`config.mk`:
```
export PLATFORM = sky130hd
export DESIGN_NAME = cmdpkt_responder
export DESIGN_NICKNAME = d
export VERILOG_FILES = /design/src/rtl/cmdpkt_pkg.sv /design/src/rtl/cmdpkt_collect.sv /design/src/rtl/cmdpkt_secclk.sv /design/src/rtl/cmdpkt_reply.sv /design/src/rtl/cmdpkt_responder.sv
export SDC_FILE = /design/constraint.sdc
export NUM_CORES = 1
export LEC_CHECK = 0
export BUFFER_PORTS_ARGS = -buffer_cell sky130_fd_sc_hd__buf_4
export CAP_MARGIN = 0
export CELL_PAD_IN_SITES_DETAIL_PLACEMENT = 0
export CELL_PAD_IN_SITES_GLOBAL_PLACEMENT = 1
export CORE_ASPECT_RATIO = 0.9
export CORE_MARGIN = 2
export CORE_UTILIZATION = 45
export DETAILED_ROUTE_END_ITERATION = 10
export PLACE_DENSITY = 0.74
export SYNTH_ARGS = -nofsm -noshare
export SYNTH_HDL_FRONTEND = slang
export SYNTH_HIERARCHICAL = 1
export SYNTH_SLANG_ARGS = --single-unit
```
`constraint.sdc`:
```
create_clock -name clk -period 3.45 [get_ports clk]
set_input_delay 0.5175 -clock clk [delete_from_list [all_inputs] [get_ports clk]]
set_output_delay 0.5175 -clock clk [all_outputs]
set_load 0.02 [all_outputs]
```
`src/rtl/cmdpkt_pkg.sv`:
```
// Shared codes for the command packet responder: packet classes,
// error reasons and controller command codes.
package cmdpkt_pkg;
    localparam logic [7:0] CLS_PERIPH = 8'h00;
    localparam logic [7:0] CLS_CTRL   = 8'h01;
    localparam logic [7:0] CLS_ERROR  = 8'h02;

    localparam logic [7:0] ERR_UNKNOWN = 8'h02;
    localparam logic [7:0] ERR_BADARG  = 8'h05;

    localparam logic [7:0] CMD_AUTOPOLL = 8'h01;
    localparam logic [7:0] CMD_GETTIME  = 8'h03;
    localparam logic [7:0] CMD_SETTIME  = 8'h09;
    localparam logic [7:0] CMD_PWROFF   = 8'h0A;
    localparam logic [7:0] CMD_SYSRST   = 8'h11;
    localparam logic [7:0] CMD_FILESRV  = 8'h13;
    localparam logic [7:0] CMD_AUTORATE = 8'h14;
    localparam logic [7:0] CMD_DEVLIST  = 8'h19;
    localparam logic [7:0] CMD_PWRMSG   = 8'h21;

    // reply store depth (longest reply is 7 bytes)
    localparam int RPL_DEPTH = 8;
    localparam int RPL_IW    = $clog2(RPL_DEPTH);
endpackage

```
`src/rtl/cmdpkt_collect.sv`:
```
// Packet collector: stores up to MAX_LEN inbound bytes and pulses
// pkt_done for one cycle after the last byte. The length saturates at
// MAX_LEN+1 to flag an overrun. Peripheral-class bytes after the class
// byte are passed through combinationally on the side port.
// Assumes that no new packet starts while a reply is still streaming.
module cmdpkt_collect
    import cmdpkt_pkg::*;
#(
    parameter int MAX_LEN = 8,
    localparam int LEN_W = $clog2(MAX_LEN + 2)
) (
    input  logic                      clk,
    input  logic                      rst_n,
    input  logic                      in_valid,
    input  logic [7:0]                in_data,
    input  logic                      in_last,
    output logic                      pkt_done,
    output logic [MAX_LEN-1:0][7:0]   pkt_bytes,
    output logic [LEN_W-1:0]          pkt_len,
    output logic                      fwd_valid,
    output logic [7:0]                fwd_data,
    output logic                      fwd_last
);
    localparam logic [LEN_W-1:0] CNT_SAT = LEN_W'(MAX_LEN + 1);

    logic [LEN_W-1:0]        cnt;
    logic [LEN_W-1:0]        cnt_nxt;
    logic [7:0]              cls_q;
    logic [MAX_LEN-1:0][7:0] bytes_q;
    logic [LEN_W-1:0]        len_q;
    logic                    done_q;

    // saturating byte position
    assign cnt_nxt = (cnt == CNT_SAT) ? CNT_SAT : cnt + LEN_W'(1);

    // capture bytes, class and final length
    always_ff @(posedge clk) begin
        if (!rst_n) begin
            cnt     <= '0;
            cls_q   <= '0;
            bytes_q <= '0;
            len_q   <= '0;
            done_q  <= 1'b0;
        end else begin
            done_q <= 1'b0;
            if (in_valid) begin
                for (int i = 0; i < MAX_LEN; i++) begin
                    if (cnt == LEN_W'(i)) bytes_q[i] <= in_data;
                end
                if (cnt == '0) cls_q <= in_data;
                if (in_last) begin
                    done_q <= 1'b1;
                    len_q  <= cnt_nxt;
                    cnt    <= '0;
                end else begin
                    cnt <= cnt_nxt;
                end
            end
        end
    end

    // side-port pass-through for peripheral-class payload
    assign fwd_valid = in_valid && (cnt != '0) && (cls_q == CLS_PERIPH);
    assign fwd_data  = in_data;
    assign fwd_last  = fwd_valid && in_last;

    assign pkt_done  = done_q;
    assign pkt_bytes = bytes_q;
    assign pkt_len   = len_q;
endmodule

```
`src/rtl/cmdpkt_secclk.sv`:
```
// Seconds counter: advances once every TICK_DIV clock cycles and
// restarts its prescaler when loaded. Resets to INIT_SEC.
module cmdpkt_secclk #(
    parameter int          TICK_DIV = 100_000_000,
    parameter logic [31:0] INIT_SEC = 32'd2082844800,
    localparam int PRE_W = (TICK_DIV > 1) ? $clog2(TICK_DIV) : 1
) (
    input  logic        clk,
    input  logic        rst_n,
    input  logic        ld_en,
    input  logic [31:0] ld_val,
    output logic [31:0] seconds
);
    localparam logic [PRE_W-1:0] PRE_TOP = PRE_W'(TICK_DIV - 1);

    logic [PRE_W-1:0] pre;

    // prescaler and seconds update, load has priority
    always_ff @(posedge clk) begin
        if (!rst_n) begin
            pre     <= '0;
            seconds <= INIT_SEC;
        end else if (ld_en) begin
            pre     <= '0;
            seconds <= ld_val;
        end else if (pre == PRE_TOP) begin
            pre     <= '0;
            seconds <= seconds + 32'd1;
        end else begin
            pre <= pre + PRE_W'(1);
        end
    end


    sec_step_chk: assert property (@(posedge clk) disable iff (!rst_n)
        !$past(ld_en) |-> (seconds == $past(seconds) || seconds == $past(seconds) + 32'd1));
endmodule

```
`src/rtl/cmdpkt_reply.sv`:
```
// Reply unit: decodes a completed controller packet, checks the argument
// count, performs the action and streams the reply one byte per cycle.
// Assumes MAX_LEN >= 6, so that all four clock-load bytes are stored.
module cmdpkt_reply
    import cmdpkt_pkg::*;
#(
    parameter int MAX_LEN = 8,
    localparam int LEN_W = $clog2(MAX_LEN + 2)
) (
    input  logic                    clk,
    input  logic                    rst_n,
    input  logic                    pkt_done,
    input  logic [MAX_LEN-1:0][7:0] pkt_bytes,
    input  logic [LEN_W-1:0]        pkt_len,
    input  logic [31:0]             seconds,
    output logic                    ld_en,
    output logic [31:0]             ld_val,
    output logic                    pwr_off_req,
    output logic                    sys_rst_req,
    output logic [15:0]             poll_mask,
    output logic                    rsp_valid,
    output logic [7:0]              rsp_data,
    output logic                    rsp_last
);
    logic [7:0]                  cmd;
    logic [LEN_W-1:0]            nargs;
    logic [LEN_W-1:0]            need;
    logic                        known;
    logic                        zero_bad;
    logic                        args_ok;
    logic                        accept;
    logic [RPL_DEPTH-1:0][7:0]   nb;
    logic [RPL_IW-1:0]           nlen;
    logic [RPL_DEPTH-1:0][7:0]   rbuf;
    logic [RPL_IW-1:0]           rlen;
    logic [RPL_IW-1:0]           idx;
    logic                        busy;

    assign cmd    = pkt_bytes[1];
    assign nargs  = pkt_len - LEN_W'(2);
    assign accept = pkt_done && !busy && (pkt_bytes[0] == CLS_CTRL) && (pkt_len >= LEN_W'(2));

    // command lookup: argument count expected per command
    always_comb begin
        known    = 1'b1;
        need     = '0;
        zero_bad = 1'b0;
        case (cmd)
            CMD_AUTOPOLL, CMD_FILESRV, CMD_PWRMSG: need = LEN_W'(1);
            CMD_AUTORATE: begin
                need     = LEN_W'(1);
                zero_bad = (pkt_bytes[2] == 8'h00);
            end
            CMD_DEVLIST: need = LEN_W'(2);
            CMD_SETTIME: need = LEN_W'(4);
            CMD_GETTIME, CMD_PWROFF, CMD_SYSRST: need = '0;
            default: known = 1'b0;
        endcase
        args_ok = known && (nargs == need) && !zero_bad;
    end

    // reply image: error form by default, accept form when args fit
    always_comb begin
        nb    = '0;
        nb[0] = CLS_ERROR;
        nb[1] = known ? ERR_BADARG : ERR_UNKNOWN;
        nb[2] = CLS_CTRL;
        nb[3] = cmd;
        nlen  = RPL_IW'(4);
        if (args_ok) begin
            nb[0] = CLS_CTRL;
            nb[1] = 8'h00;
            nb[2] = cmd;
            nb[3] = 8'h00;
            nlen  = RPL_IW'(3);
            if (cmd == CMD_GETTIME) begin
                nb[3] = seconds[31:24];
                nb[4] = seconds[23:16];
                nb[5] = seconds[15:8];
                nb[6] = seconds[7:0];
                nlen  = RPL_IW'(7);
            end
        end
    end

    // latch reply, fire actions, and step the reply stream
    always_ff @(posedge clk) begin
        if (!rst_n) begin
            busy        <= 1'b0;
            idx         <= '0;
            rlen        <= '0;
            rbuf        <= '0;
            ld_en       <= 1'b0;
            ld_val      <= '0;
            pwr_off_req <= 1'b0;
            sys_rst_req <= 1'b0;
            poll_mask   <= 16'hFFFF;
        end else begin
            ld_en       <= 1'b0;
            pwr_off_req <= 1'b0;
            sys_rst_req <= 1'b0;
            if (accept) begin
                rbuf <= nb;
                rlen <= nlen;
                idx  <= '0;
                busy <= 1'b1;
                if (args_ok) begin
                    case (cmd)
                        CMD_PWROFF: pwr_off_req <= 1'b1;
                        CMD_SYSRST: sys_rst_req <= 1'b1;
                        CMD_SETTIME: begin
                            ld_en  <= 1'b1;
                            ld_val <= {pkt_bytes[2], pkt_bytes[3], pkt_bytes[4], pkt_bytes[5]};
                        end
                        CMD_DEVLIST: poll_mask <= {pkt_bytes[2], pkt_bytes[3]};
                        default: ;
                    endcase
                end
            end else if (busy) begin
                if (idx == rlen - RPL_IW'(1)) busy <= 1'b0;
                else idx <= idx + RPL_IW'(1);
            end
        end
    end

    assign rsp_valid = busy;
    assign rsp_data  = rbuf[idx];
    assign rsp_last  = busy && (idx == rlen - RPL_IW'(1));


    pwr_pulse_chk: assert property (@(posedge clk) disable iff (!rst_n)
        pwr_off_req |=> !pwr_off_req);

    rst_pulse_chk: assert property (@(posedge clk) disable iff (!rst_n)
        sys_rst_req |=> !sys_rst_req);

    req_excl_chk: assert property (@(posedge clk) disable iff (!rst_n)
        !(pwr_off_req && sys_rst_req));

    rsp_head_chk: assert property (@(posedge clk) disable iff (!rst_n)
        $rose(rsp_valid) |-> (rsp_data == CLS_CTRL || rsp_data == CLS_ERROR));

    mask_hold_chk: assert property (@(posedge clk) disable iff (!rst_n)
        !$past(pkt_done) |-> $stable(poll_mask));
endmodule

```
`src/rtl/cmdpkt_responder.sv`:
```
// Top level: collector feeds the reply unit, which loads the seconds
// clock. Peripheral-class payload leaves on the side port.
module cmdpkt_responder #(
    parameter int          MAX_LEN  = 8,
    parameter int          TICK_DIV = 100_000_000,
    parameter logic [31:0] INIT_SEC = 32'd2082844800
) (
    input  logic        clk,
    input  logic        rst_n,
    input  logic        in_valid,
    input  logic [7:0]  in_data,
    input  logic        in_last,
    output logic        fwd_valid,
    output logic [7:0]  fwd_data,
    output logic        fwd_last,
    output logic        rsp_valid,
    output logic [7:0]  rsp_data,
    output logic        rsp_last,
    output logic        pwr_off_req,
    output logic        sys_rst_req,
    output logic [15:0] poll_mask
);
    localparam int LEN_W = $clog2(MAX_LEN + 2);

    logic                    pkt_done;
    logic [MAX_LEN-1:0][7:0] pkt_bytes;
    logic [LEN_W-1:0]        pkt_len;
    logic                    ld_en;
    logic [31:0]             ld_val;
    logic [31:0]             seconds;

    cmdpkt_collect #(.MAX_LEN(MAX_LEN)) u_collect (
        .clk(clk), .rst_n(rst_n),
        .in_valid(in_valid), .in_data(in_data), .in_last(in_last),
        .pkt_done(pkt_done), .pkt_bytes(pkt_bytes), .pkt_len(pkt_len),
        .fwd_valid(fwd_valid), .fwd_data(fwd_data), .fwd_last(fwd_last)
    );

    cmdpkt_secclk #(.TICK_DIV(TICK_DIV), .INIT_SEC(INIT_SEC)) u_secclk (
        .clk(clk), .rst_n(rst_n),
        .ld_en(ld_en), .ld_val(ld_val), .seconds(seconds)
    );

    cmdpkt_reply #(.MAX_LEN(MAX_LEN)) u_reply (
        .clk(clk), .rst_n(rst_n),
        .pkt_done(pkt_done), .pkt_bytes(pkt_bytes), .pkt_len(pkt_len),
        .seconds(seconds), .ld_en(ld_en), .ld_val(ld_val),
        .pwr_off_req(pwr_off_req), .sys_rst_req(sys_rst_req),
        .poll_mask(poll_mask),
        .rsp_valid(rsp_valid), .rsp_data(rsp_data), .rsp_last(rsp_last)
    );
endmodule

```
==> results of run 1 <==
cell type report:
type / count / area [um^2] / share of cell area (%)
clock inverter: 6 / 71.3 / 0.640
timing repair buffer: 66 / 512 / 4.59
clock buffer: 34 / 668 / 5.99
multi-input combinational: 793 / 5140 / 46.1
tap: 291 / 364 / 3.27
inverter: 19 / 71.3 / 0.640
sequential: 216 / 4320 / 38.8
sequential cells by signal, indices dropped and copies added, names as in the netlist:
signal,flops
u_reply/rsp_valid,1
u_reply/ld_val,32
u_collect/pkt_done,1
u_secclk/pre,27
u_reply/poll_mask,16
u_reply/idx,3
u_secclk/seconds,32
u_reply/pwr_off_req,1
u_reply/ld_en,1
u_reply/sys_rst_req,1
u_collect/cnt,4
u_reply/rbuf,43
u_reply/rlen,2
u_collect/pkt_bytes,48
u_collect/pkt_len,4
worst reg2reg max path, stage by stage, from the launching register on:
cell and delay [ns]:
dfxtp_1 0.40, inv_1 0.07, ha_1 0.31, or3b_2 0.45, a211oi_1 0.25, o22a_1 0.37, and4b_2 0.63, a22o_1 0.21
metal layers:
metal  track usage (%)  vias up  routed length (um)
met4              3.84        0                 328
met3              2.88       29                1110
li1                  -     3950                   -
met1              32.8     3694               13300
met2              30.3      166               10300
met5                 0        -                   0
metrics by stage:
stage,cells,utilization [%],hold WS [ns],setup WS (ns)
after detailed placement,1385,47.8,0.446,0.752
after global placement,1385,47.8,0.441,0.762
after global routing,1425,51.2,0.274,0.414
final,1425,51.2,0.289,0.621
after floorplan,1114,-,0.424,1.05
after CTS,1425,51.2,0.259,0.594
worst min path at each step:
| stage | endpoint | cells past startpoint |
|---|---|---|
| 6_report | u_collect/pkt_done | 2 |
| 5_1_grt | u_collect/pkt_done | 2 |
| 4_1_cts | u_collect/pkt_done | 2 |
| 3_5_place_dp | u_reply/ld_val[14] | 2 |
| 3_3_place_gp | u_reply/ld_val[8] | 2 |
| 2_1_floorplan | u_reply/rbuf[20] | 2 |
power by group:
| part | total, mW | switching, mW | internal [mW] |
|---|---|---|---|
| registers | 2.54 | 0.0271 | 2.51 |
| clock network | 2.42 | 0.998 | 1.42 |
| logic | 0.205 | 0.137 | 0.0686 |
| total | 5.16 | 1.16 | 4.00 |
placed cells by master, fill, tap and decap left out, types with 6 or more instances in the layout:
master	count
a211oi_1	6
xnor2_1	24
nand3_1	23
clkbuf_16	24
nor3b_1	7
xor2_1	20
nor4b_1	6
inv_1	19
and3_1	29
clkbuf_1	7
a311oi_1	6
nor2_1	102
nand4_1	28
and4_1	9
nor2b_1	12
mux2i_1	118
nand3b_1	10
nand2b_1	6
dfxtp_1	216
buf_4	64
nand2_1	170
nor4_1	22
nor3_1	11
o21ai_0	44
a22o_1	26
a21oi_1	30
==> run metrics, run 1 <==
ANT nets after route=0; Hold Crit Start=in_last; initial antenna violation count=0; Hold Fails Final Rpt=0; crit start category=register; total gr overflow=0; crit-path cells=nor2b_1 -> nand2_1 -> o21ai_0 -> nand2_1 -> o21ai_0 -> buf_4; Hold Path Class=input pin to register; vias post-DR=a little under 8,000; number of buffers created by CTS=24; Crit path max-delay family=flip-flops; final setup violating endpoints=0; worst setup path endpoint=rsp_data[5]; postcts setup bufs=0; reg2reg path depth=7; power consumption=5.16 mW; final wirelength=25.0 mm; Crit path required time=just under 3 ns; H-tree depth=1; syn nets=~1,100; CP Depth=6; Worst slew margin=between 20 and 30%; min cycle time layout=~2.8 ns; CP max-delay cell=dfxtp_1; vias in the first global route=7,216; Ports=50; effective utilization at floorplan=around 46%; first-pass GRT wire length=roughly 40 mm; Worst Tran Pin Value=approximately 1.1 ns; gr usage total=between 20% and 30%; clock buffer depth=3; Setup crit end kind=output pin; Clock Latency Late Sink=roughly 0.52 ns; FF-to-FF setup slack=0.69 ns; die area=approximately 0.023 mm^2; dpl hpwl=17.3 mm; status=finished clean; yosys warns=6; Clock Sink Count=about 220; Worst VDD drop=between 200 and 300 uV; Root Driver=clkbuf_16; DR DRC count=0; Worst Path Arrival=around 2.3 ns; Static Leak=about 4.3 nW; RR Startpoint=u_collect/pkt_len[1]; r2r endpoint=u_reply/rbuf[42]; MaxCap Viol Count=0; PD cells=between 400 and 500 mW/mm^2; RSZ-0062 raised after global routing=no; final instance area=~0.011 mm^2; DRT Pass-1 Iters=5; via/cell ratio=around 5.5; routed len/inst=17.5 um; Syn-to-layout area delta=11.5%; Setup TNS Final=0 ns; mean area per synthesized cell=around 9.0 um^2; clock-pin transition on the worst setup and hold timing paths=roughly 0.06 ns; DRC marker count from the first detailed-route iteration=just under 700; Critical Path Fanout Max=19; post-CTS sizing=0; Placed Area=around 0.010 mm^2; Slew Limit Fails=0; Post-Synthesis Cells=1,114; Final Cycle Share=82.0%; chip height=about 150 um; row count=about 50; routability cong.=0.808; CTS tree=yes; nets=around 1,100; Cell Area, Synth=about 0.010 mm^2; # fillers=slightly above 2,000; cts hold-fix bufs=0; Antenna Cells=0; slowest cell delay on critical path=approximately 0.89 ns; Core ar.=~0.022 mm^2; largest net degree at the start of global routing=between 150 and 200; share of post-route cells with drive strength above 1=11.4%; Clock Skews=between 0.01 and 0.015 ns; port bufs=49; Worst Setup SP=u_reply/idx[1]; crit path kind=register to output pin; Die Wd=161 um; Max Fclk=roughly 0.35 GHz; Bufs and invs on worst path=1
Note: power is estimated with default switching activity, not from simulation.
==> run 2: changes to the inputs <==
==> constraint.sdc (replaced) <==
create_clock -name clk -period 2.85 [get_ports clk]
set_input_delay 0.4275 -clock clk [delete_from_list [all_inputs] [get_ports clk]]
set_output_delay 0.4275 -clock clk [all_outputs]
set_load 0.02 [all_outputs]
==> run 2 against run 1 <==
Register-to-register slack worse by 0.46 ns. Critical path depth unchanged. Sequential share of layout area down 1.0 points. Worst setup slack worse by 0.39 ns. Flip-flop and latch count unchanged. Total power up 29%. Largest cell class unchanged. Largest power group is now clock.
==> run metrics, run 2 (synthesis gave the netlist of run 1 again) <==
first-pass GRT wire length=40.9 mm (was 39.9 mm); clock buffer depth=3 (unchanged); final instance area=0.0115 mm^2 (was 0.0111 mm^2); Setup crit end kind=register (was output pin); DR DRC count=0 (unchanged); Antenna Cells=0 (unchanged); # placed instances=1,400 (was 1,385); largest net degree at the start of global routing=125 (was 152); Clock Sink Count=216 (unchanged); final setup violating endpoints=0 (unchanged); min cycle time layout=2.62 ns; DRT Pass-1 Iters=5 (unchanged); Critical Path Fanout Max=16 (was 19); Slew Limit Fails=0 (unchanged); Max Fclk=~0.38 GHz; Hold Path Class=input pin to register (unchanged); Root Driver=clkbuf_16 (unchanged); CTS tree=yes (unchanged); initial antenna violation count=0 (unchanged); Worst Tran Pin Value=0.576 ns (was 1.06 ns); status=finished clean (unchanged); post-CTS sizing=0 (unchanged); Largest register FFs=48 (unchanged); Die Wd=161 um (unchanged); Final Cycle Share=approximately 90%; Reg area=0.00432 mm^2 (unchanged); crit path kind=register to register (was register to output pin); Ports=50 (unchanged); Core ar.=0.0218 mm^2 (unchanged); via/cell ratio=5.50 (about the same); routability cong.=0.814 (was 0.808); crit start category=register (unchanged); share of post-route cells with drive strength above 1=13.3% (was 11.4%); die area=0.0234 mm^2 (unchanged); Placed Area=0.0106 mm^2 (was 0.0104 mm^2); total gr overflow=0 (unchanged); ANT nets after route=0 (unchanged); Non-Filler Instances=1,444 (was 1,425); vias post-DR=7,935 (was 7,839); Worst VDD drop=368 uV (was 299 uV); Crit path required time=3.29 ns (was 2.93 ns); commonest non-fill, non-tap cell in the layout=dfxtp_1 (unchanged); Setup TNS Final=0 ns (unchanged); postcts setup bufs=0 (unchanged); number of buffers created by CTS=24 (unchanged); final wirelength=25.1 mm (was 25.0 mm); Hold Fails Final Rpt=0 (unchanged); Static Leak=4.50 nW (was 4.32 nW); Worst Path Arrival=3.06 ns (was 2.31 ns); port bufs=49 (unchanged); vias in the first global route=7,478 (was 7,216); row count=51 (unchanged); RSZ-0062 raised after global routing=no (unchanged); chip height=145 um (unchanged); Clock Skews=0.0152 ns (was 0.0114 ns); dpl hpwl=17.4 mm (was 17.3 mm); Multi-input gate area=0.00514 mm^2 (about the same); cts hold-fix bufs=0 (unchanged); Worst slew margin=61.6% (was 29.1%); routed len/inst=17.4 um (was 17.5 um); Syn-to-layout area delta=14.5% (was 11.5%); MaxCap Viol Count=0 (unchanged); PD cells=582 mW/mm^2 (was 463 mW/mm^2); H-tree depth=1 (unchanged); effective utilization at floorplan=46.0% (unchanged); gr usage total=21.3% (was 20.9%); # fillers=2,016 (was 2,046); nets=1,151 (was 1,136); commonest non-fill, non-tap cells in the layout=dfxtp_1, nand2_1, mux2i_1 (unchanged); Clock Latency Late Sink=0.51 ns (was 0.52 ns); clock-pin transition on the worst setup and hold timing paths=0.06 ns (about the same); DRC marker count from the first detailed-route iteration=692 (was 674)
run 2: cell count changes in the layout (fill, tap and decap cells not counted), sizes merged:
| cell | change |
|---|---|
| buf | +15 |
| bufinv | +3 |
| clkinv | +2 |
| clkbuf | -1 |
run 2: final timing paths:
| kind | end | cells past startpoint | startpoint | slack, ns |
|---|---|---|---|---|
| min | u_collect/pkt_done | 2 | in_last | 0.20 |
| max reg2reg | u_secclk/seconds[11] | 6 | u_secclk/pre[0] | 0.23 |
| min reg2reg | u_reply/ld_val[5] | 2 | u_collect/pkt_bytes[45] | 0.45 |
| max | u_secclk/seconds[11] | 6 | u_secclk/pre[0] | 0.23 |
run 2: critical path, cell delays in order, from the launching register on:
cell,delay [ns]
dfxtp_1,0.37
ha_1,0.21
nand3_1,0.15
or4_4,0.70
or2_1,0.39
or4_1,0.55
a31oi_1,0.16
run 2: area by class of cell:
class	instances	area share, %
Clock inverter	11	1.43
Sequential cell	216	37.7
Inverter	19	0.622
Multi-Input combinational cell	793	44.9
Clock buffer	33	6.16
Timing Repair Buffer	81	6.00
Tap cell	291	3.18
run 2: where the power goes:
part	switching [mW]	total (mW)	internal, mW
Clock	1.24	3.33	2.09
Combinational	0.174	0.269	0.0950
Sequential	0.0264	3.07	3.04
run 2: per-layer routing:
metal / share of wire [%] / track usage [%] / vias up
li1: - / - / 3979
met2: 42 / 31.6 / 193
met1: 51 / 33.0 / 3739
met5: 0 / 0 / -
met4: 1.4 / 4.24 / 0
met3: 5.5 / 3.02 / 24
run 2: through the flow:
| stage | power (mW) | hold slack [ns] | utilization (%) | setup WS [ns] |
|---|---|---|---|---|
| floorplan | 3.31 | 0.424 | - | 0.448 |
| global placement | 3.41 | 0.440 | 48.6 | 0.311 |
| detailed placement | 3.41 | 0.447 | 48.6 | 0.276 |
| CTS | 6.75 | 0.184 | 52.6 | 0.137 |
| global route | 6.92 | 0.190 | 52.7 | 0.0621 |
| finish | 6.67 | 0.202 | 52.7 | 0.230 |
